<file path="src/rtl/wt_pkg.sv">
package wt_pkg;

  // mode register bit positions (software-visible encoding)
  localparam int MODE_OSC  = 7;
  localparam int MODE_SRC  = 6;
  localparam int MODE_FAST = 3;
  localparam int MODE_RUN  = 2;
  localparam int MODE_BYP  = 0;

  typedef enum logic [1:0] {
    SB_RUN  = 2'd0,
    SB_HALT = 2'd1,
    SB_STOP = 2'd2,
    SB_IDLE = 2'd3
  } standby_e;

  typedef struct packed {
    logic oscOn;
    logic srcWatch;
    logic fast;
    logic run;
    logic bypass;
  } modeReg_t;

  // strobes from control to datapath
  typedef struct packed {
    logic clr;
    logic step;
    logic fast;
    logic flagClr;
  } wtStrobe_t;

endpackage

</file>
<file path="src/rtl/wt_ctrl.sv">
module wt_ctrl
  import wt_pkg::*;
#(
  parameter int PRE_DIV = 128
) (
  input  logic       clk,
  input  logic       rstN,
  input  logic       wcIn,
  input  logic       modeWe,
  input  logic [7:0] modeWdata,
  input  logic       icWe,
  input  logic       icFlagWr,
  input  logic [1:0] standby,
  output modeReg_t   modeQ,
  output wtStrobe_t  strb
);

  localparam int PRE_W = (PRE_DIV > 1) ? $clog2(PRE_DIV) : 1;
  localparam logic [PRE_W-1:0] PRE_LAST = PRE_W'(PRE_DIV - 1);

  logic       unusedModeBits;
  logic [2:0] wcSync;
  logic       wcRise;
  standby_e   sb;
  logic       deepSleep;
  logic       mainAct;
  logic       prePulse;
  logic [1:0] d3Cnt;
  logic       d3Pulse;
  logic       watchStep;

  assign unusedModeBits = ^{modeWdata[5:4], modeWdata[1]};

  // mode register
  always_ff @(posedge clk) begin
    if (!rstN) begin
      modeQ <= '0;
    end else if (modeWe) begin
      modeQ <= '{oscOn:    modeWdata[MODE_OSC],
                 srcWatch: modeWdata[MODE_SRC],
                 fast:     modeWdata[MODE_FAST],
                 run:      modeWdata[MODE_RUN],
                 bypass:   modeWdata[MODE_BYP]};
    end
  end

  // watch clock: two synchronizer flops plus one edge reference flop
  always_ff @(posedge clk) begin
    if (!rstN) wcSync <= '0;
    else       wcSync <= {wcSync[1:0], wcIn};
  end
  assign wcRise = wcSync[1] & ~wcSync[2];

  assign sb        = standby_e'(standby);
  assign deepSleep = (sb == SB_STOP) || (sb == SB_IDLE);
  assign mainAct   = modeQ.run && !modeQ.srcWatch && !deepSleep;

  // fixed system-clock prescaler
  generate
    if (PRE_DIV > 1) begin : g_pre
      logic [PRE_W-1:0] preCnt;
      always_ff @(posedge clk) begin
        if (!rstN || !modeQ.run) preCnt <= '0;
        else if (mainAct)        preCnt <= (preCnt == PRE_LAST) ? '0 : preCnt + 1'b1;
      end
      assign prePulse = mainAct && (preCnt == PRE_LAST);
    end else begin : g_nopre
      assign prePulse = mainAct;
    end
  endgenerate

  // optional divide-by-3
  always_ff @(posedge clk) begin
    if (!rstN || !modeQ.run)             d3Cnt <= '0;
    else if (prePulse && !modeQ.bypass)  d3Cnt <= (d3Cnt == 2'd2) ? 2'd0 : d3Cnt + 2'd1;
  end
  assign d3Pulse = prePulse && (modeQ.bypass || (d3Cnt == 2'd2));

  assign watchStep = modeQ.run && modeQ.srcWatch && modeQ.oscOn && wcRise;

  always_comb begin
    strb.clr     = !modeQ.run;
    strb.step    = d3Pulse | watchStep;
    strb.fast    = modeQ.fast;
    strb.flagClr = icWe && !icFlagWr;
  end

endmodule

</file>
<file path="src/rtl/wt_datapath.sv">
module wt_datapath
  import wt_pkg::*;
#(
  parameter int STAGES   = 14,
  parameter int FAST_TAP = 5
) (
  input  logic              clk,
  input  logic              rstN,
  input  wtStrobe_t         strb,
  output logic [STAGES-1:0] cntQ,
  output logic              tickOut,
  output logic              irqFlag
);

  logic tapNorm;
  logic tapFast;
  logic tick;

  generate
    if (FAST_TAP < 1 || FAST_TAP >= STAGES) begin : g_badTap
      $error("FAST_TAP must lie in 1..STAGES-1");
    end
  endgenerate

  // carry out of the last stage, or of stage FAST_TAP
  assign tapNorm = &cntQ;
  assign tapFast = &cntQ[FAST_TAP-1:0];
  assign tick    = strb.step && (strb.fast ? tapFast : tapNorm);

  always_ff @(posedge clk) begin
    if (!rstN || strb.clr) cntQ <= '0;
    else if (strb.step)    cntQ <= cntQ + 1'b1;
  end

  always_ff @(posedge clk) begin
    if (!rstN) tickOut <= 1'b0;
    else       tickOut <= tick;
  end

  // tick has priority over a clear on the same edge
  always_ff @(posedge clk) begin
    if (!rstN)             irqFlag <= 1'b0;
    else if (tick)         irqFlag <= 1'b1;
    else if (strb.flagClr) irqFlag <= 1'b0;
  end

endmodule

</file>
<file path="src/rtl/watch_tick_timer.sv">
module watch_tick_timer
  import wt_pkg::*;
#(
  parameter int PRE_DIV  = 128,
  parameter int STAGES   = 14,
  parameter int FAST_TAP = 5
) (
  input  logic       clk,
  input  logic       rstN,
  input  logic       wcIn,
  input  logic       modeWe,
  input  logic [7:0] modeWdata,
  input  logic       icWe,
  input  logic       icFlagWr,
  input  logic [1:0] standby,
  output logic       oscEn,
  output logic       tickOut,
  output logic       irqFlag
);

  modeReg_t          modeQ;
  wtStrobe_t         strb;
  logic [STAGES-1:0] cntQ;

  wt_ctrl #(.PRE_DIV(PRE_DIV)) u_ctrl (
    .clk       (clk),
    .rstN      (rstN),
    .wcIn      (wcIn),
    .modeWe    (modeWe),
    .modeWdata (modeWdata),
    .icWe      (icWe),
    .icFlagWr  (icFlagWr),
    .standby   (standby),
    .modeQ     (modeQ),
    .strb      (strb)
  );

  wt_datapath #(.STAGES(STAGES), .FAST_TAP(FAST_TAP)) u_dp (
    .clk     (clk),
    .rstN    (rstN),
    .strb    (strb),
    .cntQ    (cntQ),
    .tickOut (tickOut),
    .irqFlag (irqFlag)
  );

  assign oscEn = modeQ.oscOn;

endmodule

</file>
<file path="config.mk">
export PLATFORM = sky130hd
export DESIGN_NAME = watch_tick_timer
export DESIGN_NICKNAME = d
export VERILOG_FILES = /design/src/rtl/wt_pkg.sv /design/src/rtl/wt_ctrl.sv /design/src/rtl/wt_datapath.sv /design/src/rtl/watch_tick_timer.sv
export SDC_FILE = /design/constraint.sdc
export NUM_CORES = 1
export LEC_CHECK = 0
export BUFFER_PORTS_ARGS = -buffer_cell sky130_fd_sc_hd__buf_2
export CAP_MARGIN = 10
export CORE_MARGIN = 1.5
export CORE_UTILIZATION = 39
export CTS_CLUSTER_DIAMETER = 100
export CTS_CLUSTER_SIZE = 24
export DETAILED_ROUTE_END_ITERATION = 6
export PLACE_DENSITY = 0.58
export SYNTH_ARGS = -nofsm -noshare
export SYNTH_HDL_FRONTEND = slang
export SYNTH_SLANG_ARGS = --single-unit
export TNS_END_PERCENT = 20
</file>
<file path="constraint.sdc">
create_clock -name clk -period 3.74 [get_ports clk]
set_clock_uncertainty 0.15 [all_clocks]
set_input_delay 0.561 -clock clk [delete_from_list [all_inputs] [get_ports clk]]
set_output_delay 0.561 -clock clk [all_outputs]
set_load 0.02 [all_outputs]
</file>
After elaboration in Yosys (flattened, before gate mapping)

Index checks and enable logic that the tools add are counted.

Output and inout bits: 3
Input port bits: 16
Word-level logic and storage cells: 48
Flip-flop bits (word level): 33

Add/subtract/negate cells: 3
Bitwise gates (word level): 3
Eq/ne operators: 4
Reduce and logical (&&, ||, !) cells: 22
Muxes and demuxes: 5

Operators with widths:

| cell                    | number |
|---|---|
| $add A14 B1 Y14 const B | 1 |
| $reduce_and A14 Y1      | 1 |
| $logic_and A1 B1 Y1     | 10 |
| $add A7 B1 Y7 const B   | 1 |
| $eq A7 B7 Y1 const B    | 1 |
| $mux W7                 | 1 |
| $eq A2 B2 Y1 const B    | 3 |
| $logic_not A1 Y1        | 6 |
| $reduce_and A5 Y1       | 1 |
| $logic_or A1 B1 Y1      | 3 |
| $mux W1                 | 3 |
| $add A2 B1 Y2 const B   | 1 |
| $mux W2                 | 1 |
| $reduce_bool A2 Y1      | 1 |
| $and A1 B1 Y1           | 1 |
| $not A1 Y1              | 1 |
| $or A1 B1 Y1            | 1 |

Longest topological paths before layout

Depth after elaboration: 9
Mapped depth: 7
Depth with buffers taken out: 6

Modules after synthesis

A second synthesis with hierarchy kept.

Cell total of the unflattened synthesis: 172
Area total of the unflattened synthesis: 1570.3 µm²

Modules (own cells, without submodules):

| module      | cells each | seq. area each (µm²) | area each (µm²) | times used |
|---|---|---|---|---|
| wt_ctrl     | 83         | 340.3                | 792.0           | 1 |
| wt_datapath | 89         | 320.3                | 778.2           | 1 |

Least setup slack after synthesis

Ideal clock, no wire load.

Path kind: in2reg
Start: in standby[1]
End: reg u_dp.cntQ[13]
Stages on the path: 6
Required time: 3.474 ns
Path buffers: 1
Setup time: 0.116 ns
Arrival: 1.705 ns
Setup slack: 1.769 ns
Cells stage by stage: and4bb_4 -> o2111ai_4 -> buf_4 -> a21oi_1 -> a21oi_1 -> a31o_1

Cells in the longest elaborated chain, start to end: 7
Elaborated cells between the ends (all ways): 8
Classes of those cells: eq/ne (2); bitwise (1); reduce/logical (5)

RTL lines:

| element               | line                   | source |
|---|---|---|
| start, declared       | watch_tick_timer.sv:15 | `input logic [1:0] standby,` |
| $eq A2 B2 Y1          | wt_ctrl.sv:55          | `assign deepSleep = (sb == SB_STOP) \|\| (sb == SB_IDLE);` |
| $logic_or A1 B1 Y1 *  | wt_ctrl.sv:55          |  |
| $logic_not A1 Y1 *    | wt_ctrl.sv:56          | `assign mainAct = modeQ.run && !modeQ.srcWatch && !deepSleep;` |
| $logic_and A1 B1 Y1 * | wt_ctrl.sv:56          |  |
| $logic_and A1 B1 Y1 * | wt_ctrl.sv:66          | `assign prePulse = mainAct && (preCnt == PRE_LAST);` |
| $logic_and A1 B1 Y1 * | wt_ctrl.sv:77          | `assign d3Pulse = prePulse && (modeQ.bypass \|\| (d3Cnt == 2'd2));` |
| $or A1 B1 Y1 *        | wt_ctrl.sv:83          | `strb.step = d3Pulse \| watchStep;` |
| end signal, assigned  | wt_datapath.sv:32      | `else if (strb.step) cntQ <= cntQ + 1'b1;` |
| end, declared         | wt_datapath.sv:10      | `output logic [STAGES-1:0] cntQ,` |

Every way passes the cells marked *; elsewhere a longest branch is shown, timed or not.
A chain may end at the register's enable or synchronous reset.

Final worst setup path

Start: reg, netlist name u_ctrl.modeQ[1]
End: reg u_dp.cntQ[11]

Cells in the longest elaborated chain, start to end: 5
Elaborated cells between the ends (all ways): 10
Classes of those cells: bitwise (1); reduce/logical (9)

RTL lines:

| element                          | line |
|---|---|
| $logic_and A1 B1 Y1 (2 in a row) | wt_ctrl.sv:56 |
| $logic_and A1 B1 Y1              | wt_ctrl.sv:66 |
| $logic_and A1 B1 Y1              | wt_ctrl.sv:77 |
| $or A1 B1 Y1                     | wt_ctrl.sv:83 |

Several ways; a longest one is shown, not always the timed one.

==> impl_results.md <==
* Status: finished, final reports clean
* Largest net degree at the start of global routing at 21
* Syn Std Cell Area at 0.00151 mm^2
* Drt via density at 5.05
* H-tree depth at 2
* Routing usage on met1 at 16.9%
* Adder-cell share of the synthesized area at 2.49%
* Total grt overflow at 0
* Switching Fraction at 21.3%
* R2R Setup Slk at 1520 ps
* Layout Nets at 192
* Clk buf depth at 2
* Final antenna-violating net count at 0
* Clk sinks at 33
* Area fraction in compound gates after synthesis at 13.5%
* Core Area at 0.00369 mm^2
* Yosys top cell by area: dfxtp_1
* Post-synthesis register bit count at 33
* Share of post-route cells with drive strength above 1 at 18.4%
* Rows at 22
* Leakage power total at 0.578 nW
* Pins over their slew limit at 0
* Via count at 1120
* Drt drc at 0
* Post-synth top area share at 43.8%
* Hold Slack at 294 ps
* # hold bufs at CTS at 0
* IO buf count at 14
* Area after DPL at 0.00161 mm^2
* Sequential-to-total area share from yosys stat at 43.8%
* Mapped Avg Cell Area at 9.54 um^2
* Flop pwr share at 53.2%
* DRT iter0 DRCs at 88
* Mux share of post-synthesis cell area at 5.31%
* Synth unique cells at 32
* Post-CTS setup buffers at 0
* Clk network pwr share at 43.5%
* CTS Root Cell: clkbuf_8
* Met3 Use GR at 5.99%
* F_max at 451 MHz
* Post-synthesis xor/xnor area fraction at 9.29%
* Worst-skew pair later-pin latency at 290 ps
* Hold depth at 1
* Worst vdd ir at 0.157 mV
* Yosys warns at 0
* GRT met2 Usage at 23.9%
* Register-to-Register Path Depth at 4
* First-pass GRT wire length at 4740 um
* Pre-CTS worst setup slack at 1400 ps
* Worst-margin pin slew at 857 ps
* Final worst path period share at 59.3%
* CTS Buf Count at 5
* # resized after CTS at 0
* Synthesized instance count at 158
* Pint at 0.533 mW
* RSZ-0062 raised after global routing: false
* Most common cell after layout, fill and taps aside: dfxtp_1
* CP max FO at 14
* Maxcap violations at 0
* Slew headroom at 42.7%
* GR peak layer: met2
* Area contributors post-synth: dfxtp_1 (44%), xnor2_1 (7.0%), nor2_1 (6.0%), mux2i_1 (5.3%), nor2b_1 (3.3%)
* Most frequent cells in the layout: dfxtp_1 (33), nor2_1 (24), buf_2 (14), nand2_1 (13), xnor2_1 (12)
* CTS tree: built
* Final setup viols at 0
* Final Hold Viols at 0
* Part of the power in combinational logic at 3.3%
* Hold crit path type: reg2reg
* Final WL at 2770 um
* Mapped Nets at 177
* CP Class: reg2reg
* Simple-gate portion of the synthesized area at 23.1%
* Main combinational cell family by area after synthesis: simple AND/OR/NAND/NOR gates
* Vias in the first global route at 1115
* Post-DP HPWL at 1930 um
* Wire per inst at 12.5 um
* Final worst slack at 1520 ps
* Die area at 0.00425 mm^2
* P&R area growth vs syn at 13.6%
* Critical Path RT at 3740 ps
* GPL Wtd Cong at 0.795
* I/O Pins at 19
* Drt pass-1 iters at 4
* PD cells at 395 mW/mm^2
* Initial antenna violation count at 0
* CP startpoint kind: flop
* Switching power at 0.144 mW
* GRT Util Overall at 14.9%
* Worst-path clk slew at 60 ps
* Initial Util at 40.9%
* Final TNS setup at 0 ps
* Die width at 65.2 um
* Critical Path AT at 2220 ps
* CP Capture Type: flop
* Die Y at 65.2 um
* N_diodes at 0
* Final Instance Area at 0.00171 mm^2
* Min Tclk post-route at 2220 ps
==> metrics by stage <==
| step | utilization, % | instances | total power, mW |
|---|---|---|---|
| 6_report | 46.4 | 222 | 0.677 |
| 5_1_grt | 46.4 | 222 | 0.702 |
| 4_1_cts | 46.4 | 222 | 0.687 |
| 3_5_place_dp | 43.7 | 214 | 0.390 |
| 3_3_place_gp | 43.7 | 214 | 0.389 |
| 2_1_floorplan | - | 158 | 0.381 |
==> sequential cells by signal, indices dropped and copies added, names as in the netlist <==
signal	cells
u_dp.tickOut	1
u_ctrl.wcSync	3
u_dp.irqFlag	1
u_dp.cntQ	14
u_ctrl.d3Cnt	2
u_ctrl.modeQ	5
u_ctrl.g_pre.preCnt	7
==> power by group through the flow <==
stage                     clock network (mW)  logic (mW)  registers [mW]
after CTS                              0.304      0.0225           0.360
after global placement                     0      0.0218           0.368
after detailed placement                   0      0.0224           0.368
after floorplan                            0      0.0132           0.368
final                                  0.295      0.0220           0.360
after global routing                   0.317      0.0243           0.360
==> synthesized netlist by cell type <==
cell type / n
a2111oi_2: 2
a2111oi_4: 1
a211oi_1: 1
a211oi_2: 3
a21oi_1: 8
a31o_1: 1
a32oi_1: 1
and2_1: 3
and3_1: 1
and4_1: 2
and4bb_4: 1
buf_4: 1
clkbuf_1: 5
dfxtp_1: 33
ha_1: 3
inv_1: 3
mux2i_1: 8
nand2_1: 13
nand3_1: 9
nand4_1: 3
nand4_2: 1
nor2_1: 24
nor2b_1: 8
nor3_1: 1
nor3b_2: 1
o2111ai_4: 1
o211ai_1: 1
o21ai_0: 1
o21ai_1: 1
or3_1: 1
xnor2_1: 12
xor2_1: 4
==> layout make-up <==
cell class	count	area, um^2
Timing Repair Buffer	14	70.1
Tap cell	48	60.1
Clock inverter	1	5.00
Sequential cell	33	661
Multi-Input combinational cell	116	810
Fill cell	366	1980
Inverter	3	11.3
Clock buffer	7	96.3
==> worst paths after layout <==
| kind | startpoint | to |
|---|---|---|
| max reg2reg | u_ctrl.modeQ[1] | u_dp.cntQ[11] |
| max | u_ctrl.modeQ[1] | u_dp.cntQ[11] |
| min | u_ctrl.wcSync[0] | u_ctrl.wcSync[1] |
| min reg2reg | u_ctrl.wcSync[0] | u_ctrl.wcSync[1] |
==> cell families (layout without fill, tap and decap cells) <==
kind of cell,Yosys count,count (layout)
compound gates,21,21
simple gates,68,68
flops,33,33
buf+inv,9,25
xor+xnor,16,16
mux,8,8
fa+ha+maj,3,3
==> layer usage <==
metal  up-vias  part of all wire, %  wire length [um]
li1        574                    -                 -
met1       518                   46              1270
met2        24                   47              1290
met3         4                  5.5               152
met4         0                  2.0                55
met5         -                    0                 0
==> worst max-delay path, stage by stage (launching register included) <==
cell and delay (ps):
dfxtp_1 450, nand4_1 720, a2111oi_2 550, xnor2_1 160
nor2_1 50
No activity file was read; power rests on OpenSTA's default activity.
